$ cat src/rtl/iss_pkg.sv
package iss_pkg;
  typedef enum logic [2:0] {
    RA_STATUS = 3'd0,
    RA_ENABLE = 3'd1,
    RA_DMA    = 3'd2,
    RA_VECTOR = 3'd3,
    RA_FORCE  = 3'd4
  } reg_addr_e;

  localparam int unsigned WORD_W     = 16;
  localparam int unsigned EVT_N      = 6;
  localparam logic [WORD_W-1:0] STAT_KEEP = 16'h8C3F;
  localparam logic [WORD_W-1:0] W1C_NEW   = 16'h0027;
  localparam logic [WORD_W-1:0] DMA_KEEP  = 16'h8080;
  localparam int unsigned BUSY_BIT   = 12;
  localparam int unsigned RXDMA_BIT  = 15;
  localparam int unsigned TXDMA_BIT  = 7;
  localparam int unsigned RRDY_BIT   = 3;
  localparam int unsigned XRDY_BIT   = 4;
  localparam int unsigned FORCE_BIT  = 11;
endpackage

$ cat src/rtl/iss_vector_enc.sv
module iss_vector_enc #(
  parameter int unsigned N     = 6,
  localparam int unsigned IDX_W = (N > 1) ? $clog2(N) : 1
) (
  input  logic [N-1:0]     pend,
  output logic             hit,
  output logic [IDX_W-1:0] idx,
  output logic [N-1:0]     onehot
);
  always_comb begin
    hit    = 1'b0;
    idx    = '0;
    onehot = '0;
    for (int i = N - 1; i >= 0; i--) begin
      if (pend[i]) begin
        hit    = 1'b1;
        idx    = IDX_W'(i);
        onehot = N'(1) << i;
      end
    end
  end
endmodule

$ cat src/rtl/iss_status_reg.sv
module iss_status_reg #(
  parameter int unsigned W    = 16,
  parameter logic [W-1:0] KEEP = '1
) (
  input  logic         clk,
  input  logic         rst_n,
  input  logic [W-1:0] set_vec,
  input  logic [W-1:0] clr_vec,
  output logic [W-1:0] status_q
);
  logic [W-1:0] status_d;
  logic         status_en;

  always_comb begin
    status_d  = ((status_q & ~clr_vec) | set_vec) & KEEP;
    status_en = |((set_vec | clr_vec) & KEEP);
  end

  always_ff @(posedge clk or negedge rst_n) begin
    if (!rst_n)         status_q <= '0;
    else if (status_en) status_q <= status_d;
  end
endmodule

$ cat src/rtl/iss_out_regs.sv
module iss_out_regs (
  input  logic clk,
  input  logic rst_n,
  input  logic irq_d,
  input  logic drq_rx_d,
  input  logic drq_tx_d,
  output logic irq_q,
  output logic drq_rx_q,
  output logic drq_tx_q
);
  always_ff @(posedge clk or negedge rst_n) begin
    if (!rst_n) begin
      irq_q    <= 1'b0;
      drq_rx_q <= 1'b0;
      drq_tx_q <= 1'b0;
    end else begin
      irq_q    <= irq_d;
      drq_rx_q <= drq_rx_d;
      drq_tx_q <= drq_tx_d;
    end
  end
endmodule

$ cat src/rtl/irq_status_unit.sv
module irq_status_unit
  import iss_pkg::*;
#(
  parameter bit LEGACY = 1'b0,
  localparam int unsigned IDX_W = $clog2(EVT_N),
  localparam logic [EVT_N-1:0] MASK_KEEP = LEGACY ? 6'h1F : 6'h3F
) (
  input  logic              clk,
  input  logic              rst_n,
  input  logic              bus_busy,
  input  logic [WORD_W-1:0] hw_set,
  input  logic [WORD_W-1:0] hw_clr,
  input  logic              rd_en,
  input  logic              wr_en,
  input  logic [2:0]        addr,
  input  logic [WORD_W-1:0] wdata,
  output logic [WORD_W-1:0] rdata,
  output logic              irq,
  output logic              drq_rx,
  output logic              drq_tx
);
  logic [WORD_W-1:0] status_q;
  logic [EVT_N-1:0]  mask_q, mask_d;
  logic              mask_en;
  logic [WORD_W-1:0] dma_q, dma_d;
  logic              dma_en;
  logic [EVT_N-1:0]  pend;
  logic              vec_hit;
  logic [IDX_W-1:0]  vec_idx;
  logic [EVT_N-1:0]  vec_onehot;
  logic [WORD_W-1:0] vec_code;
  logic              vec_ack;
  logic [WORD_W-1:0] host_clr, force_set;
  logic [WORD_W-1:0] set_all, clr_all;

  wire wr_status = wr_en && (addr == RA_STATUS);
  wire wr_enable = wr_en && (addr == RA_ENABLE);
  wire wr_dma    = wr_en && (addr == RA_DMA);
  wire wr_force  = wr_en && (addr == RA_FORCE);
  wire rd_vector = rd_en && (addr == RA_VECTOR);

  assign pend = status_q[EVT_N-1:0] & mask_q;

  // Revision picks the acknowledge path.
  if (LEGACY) begin : g_vec
    iss_vector_enc #(.N(EVT_N)) u_enc (
      .pend   (pend),
      .hit    (vec_hit),
      .idx    (vec_idx),
      .onehot (vec_onehot)
    );
    assign vec_code  = vec_hit ? (WORD_W'(vec_idx) + WORD_W'(1)) : '0;
    assign vec_ack   = rd_vector && vec_hit;
    assign host_clr  = vec_ack ? WORD_W'(vec_onehot) : '0;
    assign force_set = '0;
  end else begin : g_w1c
    assign vec_hit    = 1'b0;
    assign vec_idx    = '0;
    assign vec_onehot = '0;
    assign vec_code   = '0;
    assign vec_ack    = 1'b0;
    assign host_clr   = wr_status ? (wdata & W1C_NEW) : '0;
    assign force_set  = (wr_force && wdata[FORCE_BIT]) ? WORD_W'({EVT_N{1'b1}}) : '0;
  end

  assign set_all = hw_set | force_set;
  assign clr_all = hw_clr | host_clr;

  iss_status_reg #(.W(WORD_W), .KEEP(STAT_KEEP)) u_status (
    .clk      (clk),
    .rst_n    (rst_n),
    .set_vec  (set_all),
    .clr_vec  (clr_all),
    .status_q (status_q)
  );

  // Enable mask and DMA register next state
  always_comb begin
    mask_d  = mask_q;
    mask_en = 1'b0;
    dma_d   = dma_q;
    dma_en  = 1'b0;
    if (wr_enable) begin
      mask_d  = wdata[EVT_N-1:0] & MASK_KEEP;
      mask_en = 1'b1;
    end
    if (wr_dma) begin
      dma_d  = wdata & DMA_KEEP;
      dma_en = 1'b1;
      if (wdata[RXDMA_BIT]) begin mask_d[RRDY_BIT] = 1'b0; mask_en = 1'b1; end
      if (wdata[TXDMA_BIT]) begin mask_d[XRDY_BIT] = 1'b0; mask_en = 1'b1; end
    end
  end

  always_ff @(posedge clk or negedge rst_n) begin
    if (!rst_n)       mask_q <= '0;
    else if (mask_en) mask_q <= mask_d;
  end

  always_ff @(posedge clk or negedge rst_n) begin
    if (!rst_n)      dma_q <= '0;
    else if (dma_en) dma_q <= dma_d;
  end

  // Read mux
  always_comb begin
    rdata = '0;
    case (addr)
      RA_STATUS: begin
        rdata           = status_q;
        rdata[BUSY_BIT] = bus_busy;
      end
      RA_ENABLE: rdata = WORD_W'(mask_q);
      RA_DMA:    rdata = dma_q;
      RA_VECTOR: rdata = vec_code;
      default:   rdata = '0;
    endcase
  end

  iss_out_regs u_out (
    .clk      (clk),
    .rst_n    (rst_n),
    .irq_d    (|pend),
    .drq_rx_d (dma_q[RXDMA_BIT] & status_q[RRDY_BIT]),
    .drq_tx_d (dma_q[TXDMA_BIT] & status_q[XRDY_BIT]),
    .irq_q    (irq),
    .drq_rx_q (drq_rx),
    .drq_tx_q (drq_tx)
  );
endmodule

$ cat config.mk
export PLATFORM = sky130hd
export DESIGN_NAME = irq_status_unit
export DESIGN_NICKNAME = d
export VERILOG_FILES = /design/src/rtl/iss_pkg.sv /design/src/rtl/iss_vector_enc.sv /design/src/rtl/iss_status_reg.sv /design/src/rtl/iss_out_regs.sv /design/src/rtl/irq_status_unit.sv
export SDC_FILE = /design/constraint.sdc
export NUM_CORES = 1
export LEC_CHECK = 0
export BUFFER_PORTS_ARGS = -buffer_cell sky130_fd_sc_hd__buf_4
export CELL_PAD_IN_SITES_DETAIL_PLACEMENT = 0
export CELL_PAD_IN_SITES_GLOBAL_PLACEMENT = 2
export CORE_MARGIN = 2
export CORE_UTILIZATION = 22
export DETAILED_ROUTE_END_ITERATION = 8
export GPL_ROUTABILITY_DRIVEN = 1
export PLACE_DENSITY = 0.9
export SLEW_MARGIN = 10
export SYNTH_ARGS = -nofsm -noshare
export SYNTH_HDL_FRONTEND = slang
export SYNTH_SLANG_ARGS = --single-unit
$ cat constraint.sdc
create_clock -name clk -period 0.95 [get_ports clk]
set_input_delay 0.0475 -clock clk [delete_from_list [all_inputs] [get_ports clk]]
set_output_delay 0.0475 -clock clk [all_outputs]
set_load 0.01 [all_outputs]
Word-level counts from Yosys, hierarchy flattened --
Cells that the tools add are included.
Word-level totals: output and inout port bits 19, bits in registers 20, logic and storage cells 41, bits of input ports 56
Cells by class: bitwise operators 9, equality and inequality tests 3, multiplexer cells 12, reductions and logical operators 10
Operators by type and width (number):
- $pmux 16 s3 | 1
- $or 16x16->16 | 2
- $or 16x6->16 | 2
- $and 16x16->16 | 1
- $not 16->16 | 1
- $mux 6 | 2
- $reduce_or 9->1 | 1
- $mux 1 | 7
- $and 6x6->6 | 1
- $reduce_or 6->1 | 1
- $logic_and 1x1->1 | 5
- $mux 5 | 1
- $reduce_and 2->1 | 2
- $eq 3x1->1 const B | 1
- $eq 3x2->1 const B | 1
- $eq 3x3->1 const B | 1
- $logic_not 3->1 | 1
- $and 1x1->1 | 2
- $mux 2 | 1

Longest topological paths before layout --
Gate-level depths: netlist (run 1).
depth in word-level cells 7, mapped depth 5, gate-level depth less buffers 3

Hierarchy --
A second synthesis (run 1) with hierarchy kept.
Unflattened totals: cells, all modules 107, area, all modules 1131.1 um^2
By module, submodules not included:
- irq_status_unit | area an instance 673.1 um^2, sequential area each 200.2 um^2, cells each 69, times used 1
- iss_status_reg | area an instance 382.9 um^2, sequential area each 225.2 um^2, cells each 35, times used 1
- iss_out_regs | area an instance 75.1 um^2, sequential area each 75.1 um^2, cells each 3, times used 1

Least setup slack after synthesis (run 1) --
OpenSTA, ideal clock, no wires.
path kind input to register, from in addr[1], to reg mask_q[0], arrival 919 ps, cell stages on the path 4, data required time 825 ps, buffers on the path 2, library setup time 125 ps, setup slack -94 ps, cell sequence buf_6 nor4bb_1 buf_4 mux2_2
On the way: word-level cells in the longest chain between the ends 7, elaborated cells between the ends (all ways) 9, those cells by class eq/ne: 2; mux: 4; reduce/logical: 3
Ends and longest elaborated chain:
- from (decl) | line irq_status_unit.sv:15 | input logic [2:0] addr,
- $eq 3x1->1 | line irq_status_unit.sv:37 | wire wr_enable = wr_en && (addr == RA_ENABLE);
- $logic_and 1x1->1 | line irq_status_unit.sv:37
- $mux 1 | line irq_status_unit.sv:83 | if (wr_enable) begin
- $mux 1 | line irq_status_unit.sv:90 | if (wdata[RXDMA_BIT]) begin mask_d[RRDY_BIT] = 1'b0; mask_en = 1'b1; end
- $mux 1 | line irq_status_unit.sv:91 | if (wdata[TXDMA_BIT]) begin mask_d[XRDY_BIT] = 1'b0; mask_en = 1'b1; end
- $mux 1 | line irq_status_unit.sv:87 | if (wr_dma) begin
- $reduce_and 2->1 (no source line) *
- to (signal assigned) | line irq_status_unit.sv:97 | else if (mask_en) mask_q <= mask_d;
- to (decl) | line irq_status_unit.sv:23 | logic [EVT_N-1:0] mask_q, mask_d;
Mark *: on every way between the ends. The rest lies on a longest branch, timed or not. A chain may end at the register's enable or synchronous reset.

Worst setup path after layout (run 1) --
from reg mask_q[0], to out rdata[0]
On the way: word-level cells in the longest chain between the ends 1
Ends and longest elaborated chain:
- $pmux 16 s3 | line irq_status_unit.sv:108 | case (addr)
- to (decl) | line irq_status_unit.sv:17 | output logic [WORD_W-1:0] rdata,
Every way passes these cells.

==> results.md, run 1 <==
* Status: finished, violations left
* Failing checks: setup timing
* Cell family with most CP delay: flip-flops
* Layout cells sized above 1 at 0.5230
* Buf/Inv on CP at 1
* Hold Slack at 24.58 ps
* Clock buffer depth at 2
* IO Pins at 75
* Grt ovf at 0
* Reg2reg setup slack at 0 ps
* WL per Instance at between 10 and 15 µm
* Register Area at 500.5 µm²
* WHS Path Cells at 2
* Slew HR at 0.6481
* Clock Skews at about 8.7 ps
* Area leader, netlist: dfrtp_1
* 1st-iter DRT viols at 40
* Antenna fix cells at 0
* Via count at 1,012
* Util after Layout at 0.4096
* Mapped Cells at between 90 and 100
* Maximum clock rate at ~900 MHz
* Crit-path max cell delay at between 400 and 500 ps
* CTS tree: yes
* Sequential area share after synthesis at 0.4843
* Worst Path Arrival at approximately 1100 ps
* Drt total wl at approximately 3100 µm
* Clock-pin slew on the worst setup and hold paths at around 80 ps
* RSZ-0062 raised after global routing: yes
* Worst r2r path cells at 3
* Max Cap Viol at 0
* Clk_lat worst skew at roughly 260 ps
* Largest net degree at the start of global routing at 21
* Final worst path period share at 1.170
* Full die area at between 5000 and 6000 µm²
* Site Rows at 24
* Cell area after layout at 1821 µm²
* Slowest CP cell: dfrtp_1
* CP endpoint kind: output port
* Layout fillers at 455
* Reg-to-Reg End: u_out.irq_q
* Final GP Congestion at around 0.8
* Multi-input logic area at about 500 µm²
* Die H at 72.54 µm
* YS warnings at 0
* CP startpoint kind: flop
* Synthesized cell area at approximately 1000 µm²
* Routed vias/inst at between 4 and 5
* Clock Sinks at 20
* Number of buffers added on ports at 47
* Number of global-route vias before repair at approximately 1,100
* R2R Path Start: mask_q[0]
* Setup TNS at -819.2 ps
* CP Max Fanout at 2
* Core Region at about 4400 µm²
* Tightest Hold Check Type: primary input to flop
* Tot GR Track Use at 0.1219
* Leakage at roughly 0.91 nW
* Worst path cell trace: mux2i_1, nor2_1, buf_4
* PwrDens at roughly 1500 nW/µm²
* First-pass DRT Iterations at 4
* Routed Antenna Nets at 0
* Hold Startpoint: wdata[2]
* Die width at just over 70 µm
* Synth top area share at 0.4843
* Post-Place Setup Slack at -181.8 ps
* Slew Limit Fails at 0
* Final hold violation count at 0
* Pin slew with the least headroom to its limit at approximately 520 ps
* First-pass GRT wire length at 4940 µm
* Final HPWL DP at roughly 2200 µm
* Root Buffer Master: clkbuf_8
* Worst VDD drop at roughly 0.76 mV
* # setup viols final at 9
* Crit path required time at approximately 900 ps
* Initial Utilization at 0.2325
* Layout overhead on the synthesized area at 76.15%
* Nets at approximately 230
* Min cycle time layout at approximately 1100 ps
* Num CTS Buffers at 3
* Largest cells by area after synthesis: dfrtp_1 (48%), mux2i_1 (8.7%), mux2_2 (6.5%), buf_4 (4.4%), a311o_1 (3.9%)
* Initial antenna violation count at 0
* Type of the worst setup path: flop to output port
* Number of distinct library cells after synthesis at 24
* Dpl cell area at between 1000 and 1500 µm²
* DRC Markers at 0
* Final WS setup at -161.7 ps
* Synthesized flop and latch total at 20
* H-Tree Depth at 1
* Worst Hold End: mask_q[2]
* Mean Syn Cell Area at roughly 11 µm²
## synthesized netlist by cell type, drive strengths merged
master / instances
a21o: 3
nand2: 5
inv: 9
nor2: 6
or2: 1
nor4b: 1
dfrtp: 20
buf: 8
nor4bb: 1
and2: 5
clkbuf: 1
conb: 1
mux2i: 9
and4bb: 1
nor3: 4
a22oi: 3
mux2: 6
a21oi: 2
a211o: 2
nand3: 2
a311o: 4
## worst max path at each step
stage                                 endpoint      start  cells past startpoint  slack, ps
after detailed placement  u_status.status_q[0]    addr[0]                      4       -180
after global placement    u_status.status_q[0]    addr[0]                      4       -150
after floorplan                      mask_q[0]    addr[1]                      4        -70
after global routing                  rdata[5]  mask_q[5]                      3       -210
final                                 rdata[0]  mask_q[0]                      3       -160
after CTS                             rdata[2]  mask_q[2]                      3       -120
## layout by cell type, fill, tap and decap left out, types with 3 or more instances in the layout
cell           instances
dlygate4sd3_1         12
nand2_1                5
a21o_1                 3
mux2_4                 4
a311o_1                4
nor3_2                 3
a22oi_2                3
buf_4                 66
nor2_1                 6
mux2i_1                9
clkbuf_8               3
and2_1                 3
dfrtp_1               20
conb_1                 5
inv_1                  9
buf_6                  3
## stage by stage
stage | instances | power [W]
after floorplan | 98 | 0.001354
after global placement | 196 | 0.001617
after detailed placement | 196 | 0.001632
after CTS | 225 | 0.002660
after global routing | 226 | 0.002834
final | 226 | 0.002695
## what timing repair did
action,CTS,global route
hold buffers,12,0
resized for setup,7,3
endpoints found under the setup margin,10,11
buffers inserted,13,3
pin swaps,1,6
endpoints found under the hold margin,31,0
## routing by layer
metal  global-route usage  share of wire
met4              0.01235         0.0048
met5                    0              0
met1               0.1381           0.38
met3              0.04167          0.081
met2               0.2273           0.53
## final cells by class
class	instances	area share
clock buffer	3	0.02268
multi-input combinational	60	0.2749
inverter	9	0.01856
timing repair buffer	81	0.3567
tap	52	0.03574
clock inverter	1	0.01649
sequential	20	0.2749
## logic make-up after synthesis
| kind of cell | share of synthesized area |
|---|---|
| AND/OR/NAND/NOR | 0.1550 |
| flip-flops | 0.4843 |
| buffers and inverters | 0.09563 |
| multiplexers | 0.1525 |
| AO/OA/AOI/OAI | 0.1090 |
| other | 0.003628 |
## sequential cells by signal, summed over array words and instances, names as in the netlist
| name | flops |
|---|---|
| u_out.drq_tx_q | 1 |
| u_out.irq_q | 1 |
| u_out.drq_rx_q | 1 |
| u_status.status_q | 9 |
| dma_q | 2 |
| mask_q | 6 |
## power breakdown
part,total (W),leakage (nW),internal (W),switching [W]
Sequential,0.00105,0.229,0.000978,0.0000751
Clock,0.000855,0.0357,0.000563,0.000292
Combinational,0.000788,0.641,0.000493,0.000295
Total,0.00270,0.906,0.00203,0.000662
(Power assumes the default switching activity.)
==> inputs of run 2 (changes only) <==
--- a/config.mk
+++ b/config.mk
@@ -9,10 +9,10 @@
 export CELL_PAD_IN_SITES_DETAIL_PLACEMENT = 0
 export CELL_PAD_IN_SITES_GLOBAL_PLACEMENT = 2
 export CORE_MARGIN = 2
-export CORE_UTILIZATION = 22
+export CORE_UTILIZATION = 23
 export DETAILED_ROUTE_END_ITERATION = 8
 export GPL_ROUTABILITY_DRIVEN = 1
-export PLACE_DENSITY = 0.9
+export PLACE_DENSITY = 0.93
 export SLEW_MARGIN = 10
 export SYNTH_ARGS = -nofsm -noshare
 export SYNTH_HDL_FRONTEND = slang
==> constraint.sdc (replaced) <==
create_clock -name clk -period 1.4 [get_ports clk]
set_input_delay 0.07 -clock clk [delete_from_list [all_inputs] [get_ports clk]]
set_output_delay 0.07 -clock clk [all_outputs]
set_load 0.01 [all_outputs]
==> run 2 against run 1 <==
The flow now finishes without violations. Cell count shrank 11%. Global-route usage shrank 1.1 points. Worst hold slack lost 18 ps. First-iteration DRC count shrank 28%. Power shrank 39%. Via count shrank 13%. Clock skew shrank 7.6 ps. Non-clock buffer count shrank 24. Sequential power shrank 31%. Critical path type unchanged. Largest cell class is now sequential cells. Largest power group unchanged.
==> results.md, run 2 (synthesis gave the netlist of run 1 again) <==
* Status: complete, no violations
* Final HPWL DP at slightly above 2000 µm
* Final GP Congestion at about 0.75
* Grt ovf at 0
* GR Util met1 at 0.1320
* Cell area after layout at between 1500 and 2000 µm²
* CP endpoint kind: output port
* Met2 Track Usage GR at 0.1963
* Setup TNS at 0 ps
* CP Max Fanout at 4
* Worst Path Arrival at 1050 ps
* Nets at roughly 210
* Max Cap Viol at 0
* Layout cells sized above 1 at 0.4200
* Largest register FFs at 9
* Clock-pin slew on the worst setup and hold paths at 80 ps
* Via count at roughly 880
* PwrDens at ~1100 nW/µm²
* Most frequent cells in the layout: buf_4 (49), dfrtp_1 (20), mux2i_1 (9), inv_1 (9), dlygate4sd3_1 (8)
* H-Tree Depth at 1
* PnR Total Power at 0.001655 W
* Post-cts sizing count at 0
* Initial Utilization at 0.2374
* Core Region at 4354 µm²
* CTS tree: yes
* Cts hold-fix bufs at 7
* Largest net degree at the start of global routing at 21
* RSZ-0062 raised after global routing: no
* Type of the worst setup path: flop to output port
* Crit path required time at roughly 1300 ps
* Number of buffers added on ports at 47
* First-pass GRT wire length at around 4300 µm
* Leakage at 0.7710 nW
* Postcts setup bufs at 0
* Final hold violation count at 0
* Full die area at approximately 5000 µm²
* Number of global-route vias before repair at roughly 940
* Routed vias/inst at 4.337
* DRC Markers at 0
* Drt total wl at ~2700 µm
* Met3 Usage GRT at 0.02279
* Die width at 71.04 µm
* Commonest non-fill, non-tap cell in the layout: buf_4
* Clock Skews at between 1 and 1.5 ps
* Site Rows at 24
* Register bank with the most flops: u_status.status_q
* Tightest Hold Check Type: primary input to flop
* Grt peak-use layer: met2
* Clk_lat worst skew at between 200 and 300 ps
* Die H at between 70 and 80 µm
* Worst r2r path cells at 2
* Slew Limit Fails at 0
* Layout overhead on the synthesized area at 51.69%
* First-pass DRT Iterations at 4
* Tot GR Track Use at 0.1112
* Dpl cell area at between 1000 and 1500 µm²
* Routed Antenna Nets at 0
* WHS Path Cells at 2
* # setup viols final at 0
* CP startpoint kind: flop
* Util after Layout at 0.3601
* 1st-iter DRT viols at 29
* Final worst path period share at 0.8015
* Clock buffer depth at 2
* Num CTS Buffers at 3
* WL per Instance at between 10 and 15 µm
* Clock Sinks at 20
* Initial antenna violation count at 0
* IO Pins at between 70 and 80
* Top Registers: u_status.status_q (9), mask_q (6), dma_q (2)
* Maximum clock rate at between 800 and 900 MHz
* Antenna fix cells at 0
* Worst VDD drop at 0.4293 mV
* Root Buffer Master: clkbuf_8
* Min cycle time layout at approximately 1100 ps
[run 2: critical path: stages, from the launching register on]
cell and delay (ps):
dfrtp_1 440, mux2i_1 150, nor2_1 60, buf_4 140
[run 2: final cells by class]
type,instances,area [µm²]
clock inverters,1,30.03
well taps,52,65.06
repair buffers,57,447.9
inverters,9,33.78
fillers,434,2786
multi-input cells,60,449.2
flip-flops and latches,20,500.5
clock buffers,3,41.29
[run 2: final timing paths]
path / endpoint / slack (ps) / from
max: rdata[3] / 280 / u_status.status_q[3]
min: u_status.status_q[1] / 7 / hw_set[1]
max reg2reg: u_out.irq_q / 510 / u_status.status_q[0]
min reg2reg: u_status.status_q[10] / 470 / u_status.status_q[10]
max in group asynchronous: u_out.drq_rx_q / 970 / rst_n
min in group asynchronous: u_status.status_q[10] / 220 / rst_n
[run 2: where the power goes]
| part | internal (W) | switching [W] | total, W |
|---|---|---|---|
| combinational | 0.000213 | 0.000143 | 0.000357 |
| clock | 0.000382 | 0.000195 | 0.000577 |
| sequential | 0.000663 | 0.0000581 | 0.000722 |
| total | 0.00126 | 0.000397 | 0.00165 |
[run 2: metal layers]
| layer | vias to the layer above | wire length [µm] |
|---|---|---|
| li1 | 425 | - |
| met1 | 419 | 1095 |
| met2 | 30 | 1386 |
| met3 | 2 | 153 |
| met4 | 0 | 14 |
| met5 | - | 0 |
[run 2: metrics by stage]
step | hold slack (ps) | std cells | setup slack, ps
after floorplan | -225.6 | 98 | 333.6
after global placement | -44.71 | 190 | 185.0
after detailed placement | -35.08 | 190 | 163.5
after CTS | 0.3028 | 201 | 268.1
after global routing | 5.549 | 202 | 176.5
final | 6.637 | 202 | 277.9
==> inputs of run 3 (changes only) <==
--- a/config.mk
+++ b/config.mk
@@ -9,10 +9,10 @@
 export CELL_PAD_IN_SITES_DETAIL_PLACEMENT = 0
 export CELL_PAD_IN_SITES_GLOBAL_PLACEMENT = 2
 export CORE_MARGIN = 2
-export CORE_UTILIZATION = 23
+export CORE_UTILIZATION = 19
 export DETAILED_ROUTE_END_ITERATION = 8
 export GPL_ROUTABILITY_DRIVEN = 1
-export PLACE_DENSITY = 0.93
+export PLACE_DENSITY = 0.84
 export SLEW_MARGIN = 10
 export SYNTH_ARGS = -nofsm -noshare
 export SYNTH_HDL_FRONTEND = slang
==> constraint.sdc (replaced) <==
create_clock -name clk -period 0.9 [get_ports clk]
set_input_delay 0.045 -clock clk [delete_from_list [all_inputs] [get_ports clk]]
set_output_delay 0.045 -clock clk [all_outputs]
set_load 0.01 [all_outputs]
==> run 3 against run 2 <==
The run now ends with setup timing left. Global-route usage shrank 1.1 points. Via count grew 9.5%. Flip-flop and latch count is the same. Register-to-register slack lost 550 ps. Sequential power grew 55%. Count of clock-buffer cells in the layout is the same. First-iteration DRC count is the same. Power grew 74%. Critical endpoint is now rdata[15].
==> results.md, run 3 (synthesis gave the netlist of run 1 again) <==
* Status: finished, violations left
* Failing checks: setup timing
* Die H at roughly 78 µm
* Layout fillers at 525
* Worst path cell trace: mux2i_1, nor3_2, buf_4
* Internal power at ~0.0022 W
* Final WS setup at -193.2 ps
* Pin slew with the least headroom to its limit at 524.7 ps
* Via count at around 960
* Site Rows at 26
* Full die area at 6045 µm²
* Layout overhead on the synthesized area at 82.08%
* Comb power frac at 0.297
* CP Capture Point: rdata[15]
* Slowest CP cell: dfrtp_1
* WL per Instance at 12.11 µm
* Routed Antenna Nets at 0
* RSZ-0062 raised after global routing: yes
* CP startpoint kind: flop
* Maximum clock rate at 914.7 MHz
* Buf/Inv on CP at 1
* Slew HR at 0.6483
* Reg-to-Reg End: u_out.irq_q
* Tightest Hold Check Type: primary input to flop
* Drt total wl at between 2000 and 3000 µm
* Routed vias/inst at 3.930
* Clock Skews at 8.793 ps
* Final GP Congestion at 0.7498
* Type of the worst setup path: flop to output port
* Largest net degree at the start of global routing at 21
* Crit-path max cell delay at approximately 380 ps
* Critical Path Start: dma_q[15]
* NetSw at 0.0007018 W
* Worst Path Arrival at 1050 ps
* Min cycle time layout at ~1100 ps
* IO Pins at between 70 and 80
* Num CTS Buffers at 3
* Leakage at a little over 0.9 nW
* Dpl cell area at roughly 1500 µm²
* Final HPWL DP at roughly 2200 µm
* Cell family with most CP delay: flip-flops
* First-pass DRT Iterations at 4
* Clock buffer depth at 2
* Layout cells sized above 1 at 0.5172
* PwrDens at 1532 nW/µm²
* Worst VDD drop at 0.8501 mV
* Number of buffers added on ports at 47
* CP Max Fanout at 3
* Sw Ratio at 0.2435
* # setup viols final at 12
* DRC Markers at 0
* Initial antenna violation count at 0
* 1st-iter DRT viols at 29
* Number of global-route vias before repair at 980
* Commonest non-fill, non-tap cell in the layout: buf_4
* Core Region at 5172 µm²
* Clk_lat worst skew at ~260 ps
* Cell area after layout at 1882 µm²
* Clock-pin slew on the worst setup and hold paths at approximately 80 ps
* Worst path depth at 3
* Antenna fix cells at 0
* First-pass GRT wire length at between 4000 and 5000 µm
* Die width at ~80 µm
* Root Buffer Master: clkbuf_8
* PnR Total Power at 0.002882 W
* CTS tree: yes
* Sequential Power Share at 0.388
* H-Tree Depth at 1
* Nets at ~230
* R2R Path Start: u_status.status_q[0]
* Setup TNS at -1295 ps
* Clock Sinks at 20
* Clock Power Share at 0.316
* Grt ovf at 0
* Tot GR Track Use at 0.1002
* Top Registers: u_status.status_q (9), mask_q (6), dma_q (2)
* Crit path required time at 850 ps
* Initial Utilization at 0.1998
* Slew Limit Fails at 0
* Largest register FFs at 9
* CP endpoint kind: output port
* Post-Place Setup Slack at -247.9 ps
* Reg2reg setup slack at -40 ps
* Worst r2r path cells at 3
* Most frequent cells in the layout: buf_4 (57), dfrtp_1 (20), dlygate4sd3_1 (12), buf_6 (12)
* Register bank with the most flops: u_status.status_q
* Max Cap Viol at 0
* Final hold violation count at 0
* Final worst path period share at 1.215
-- run 3: stage by stage --
step                cells    util  hold WS (ps)
finish                244  0.3638         21.55
global route          244  0.3638         16.99
CTS                   240  0.3478         17.93
detailed placement    212  0.2881        -59.82
global placement      212  0.2881        -61.74
floorplan              98       -        -250.6
-- run 3: layout make-up --
cell class	instances	area, µm²	area share
Clock buffer	3	41.29	0.02194
Timing Repair Buffer	81	683.2	0.3630
Clock inverter	1	30.03	0.01596
Multi-Input combinational cell	60	505.5	0.2686
Tap cell	70	87.58	0.04654
Sequential cell	20	500.5	0.2660
Inverter	9	33.78	0.01795
-- run 3: worst min path at each step --
stage | from | endpoint | slack, ps | depth (start not counted)
3_3_place_gp | rst_n | u_status.status_q[11] | -60 | 1
5_1_grt | wdata[5] | mask_q[5] | 20 | 2
4_1_cts | wdata[0] | mask_q[0] | 20 | 2
3_5_place_dp | rst_n | u_status.status_q[11] | -60 | 1
2_1_floorplan | rst_n | dma_q[15] | -250 | 0
6_report | wdata[5] | mask_q[5] | 20 | 2
-- run 3: timing repair --
action                                  in CTS  in global routing
cloned                                       0                  0
pin swaps                                    1                  2
buffers inserted                            12                  5
gates resized for setup                      7                 13
hold endpoints to repair                    31                  0
hold buffers                                12                  0
endpoints found under the setup margin      11                 22
-- run 3: worst reg2reg max path, stage by stage (launching register included) --
cell and delay [ps]:
dfrtp_1 390, buf_6 120, a22oi_2 190, nand3_1 110
-- run 3: power groups by stage --
stage               clock [W]  combinational (W)  sequential (W)
CTS                  0.000922           0.000768         0.00111
global placement            0           0.000568         0.00114
floorplan                   0           0.000300         0.00113
global route         0.000970           0.000928         0.00113
finish               0.000910           0.000855         0.00112
detailed placement          0           0.000571         0.00114
-- run 3: per-layer routing --
layer	wire length [µm]	GRT usage	vias up
li1	-	-	473
met3	227	0.03372	2
met4	23	0.03214	0
met1	1304	0.1346	450
met2	1398	0.1509	34
met5	0	0	-
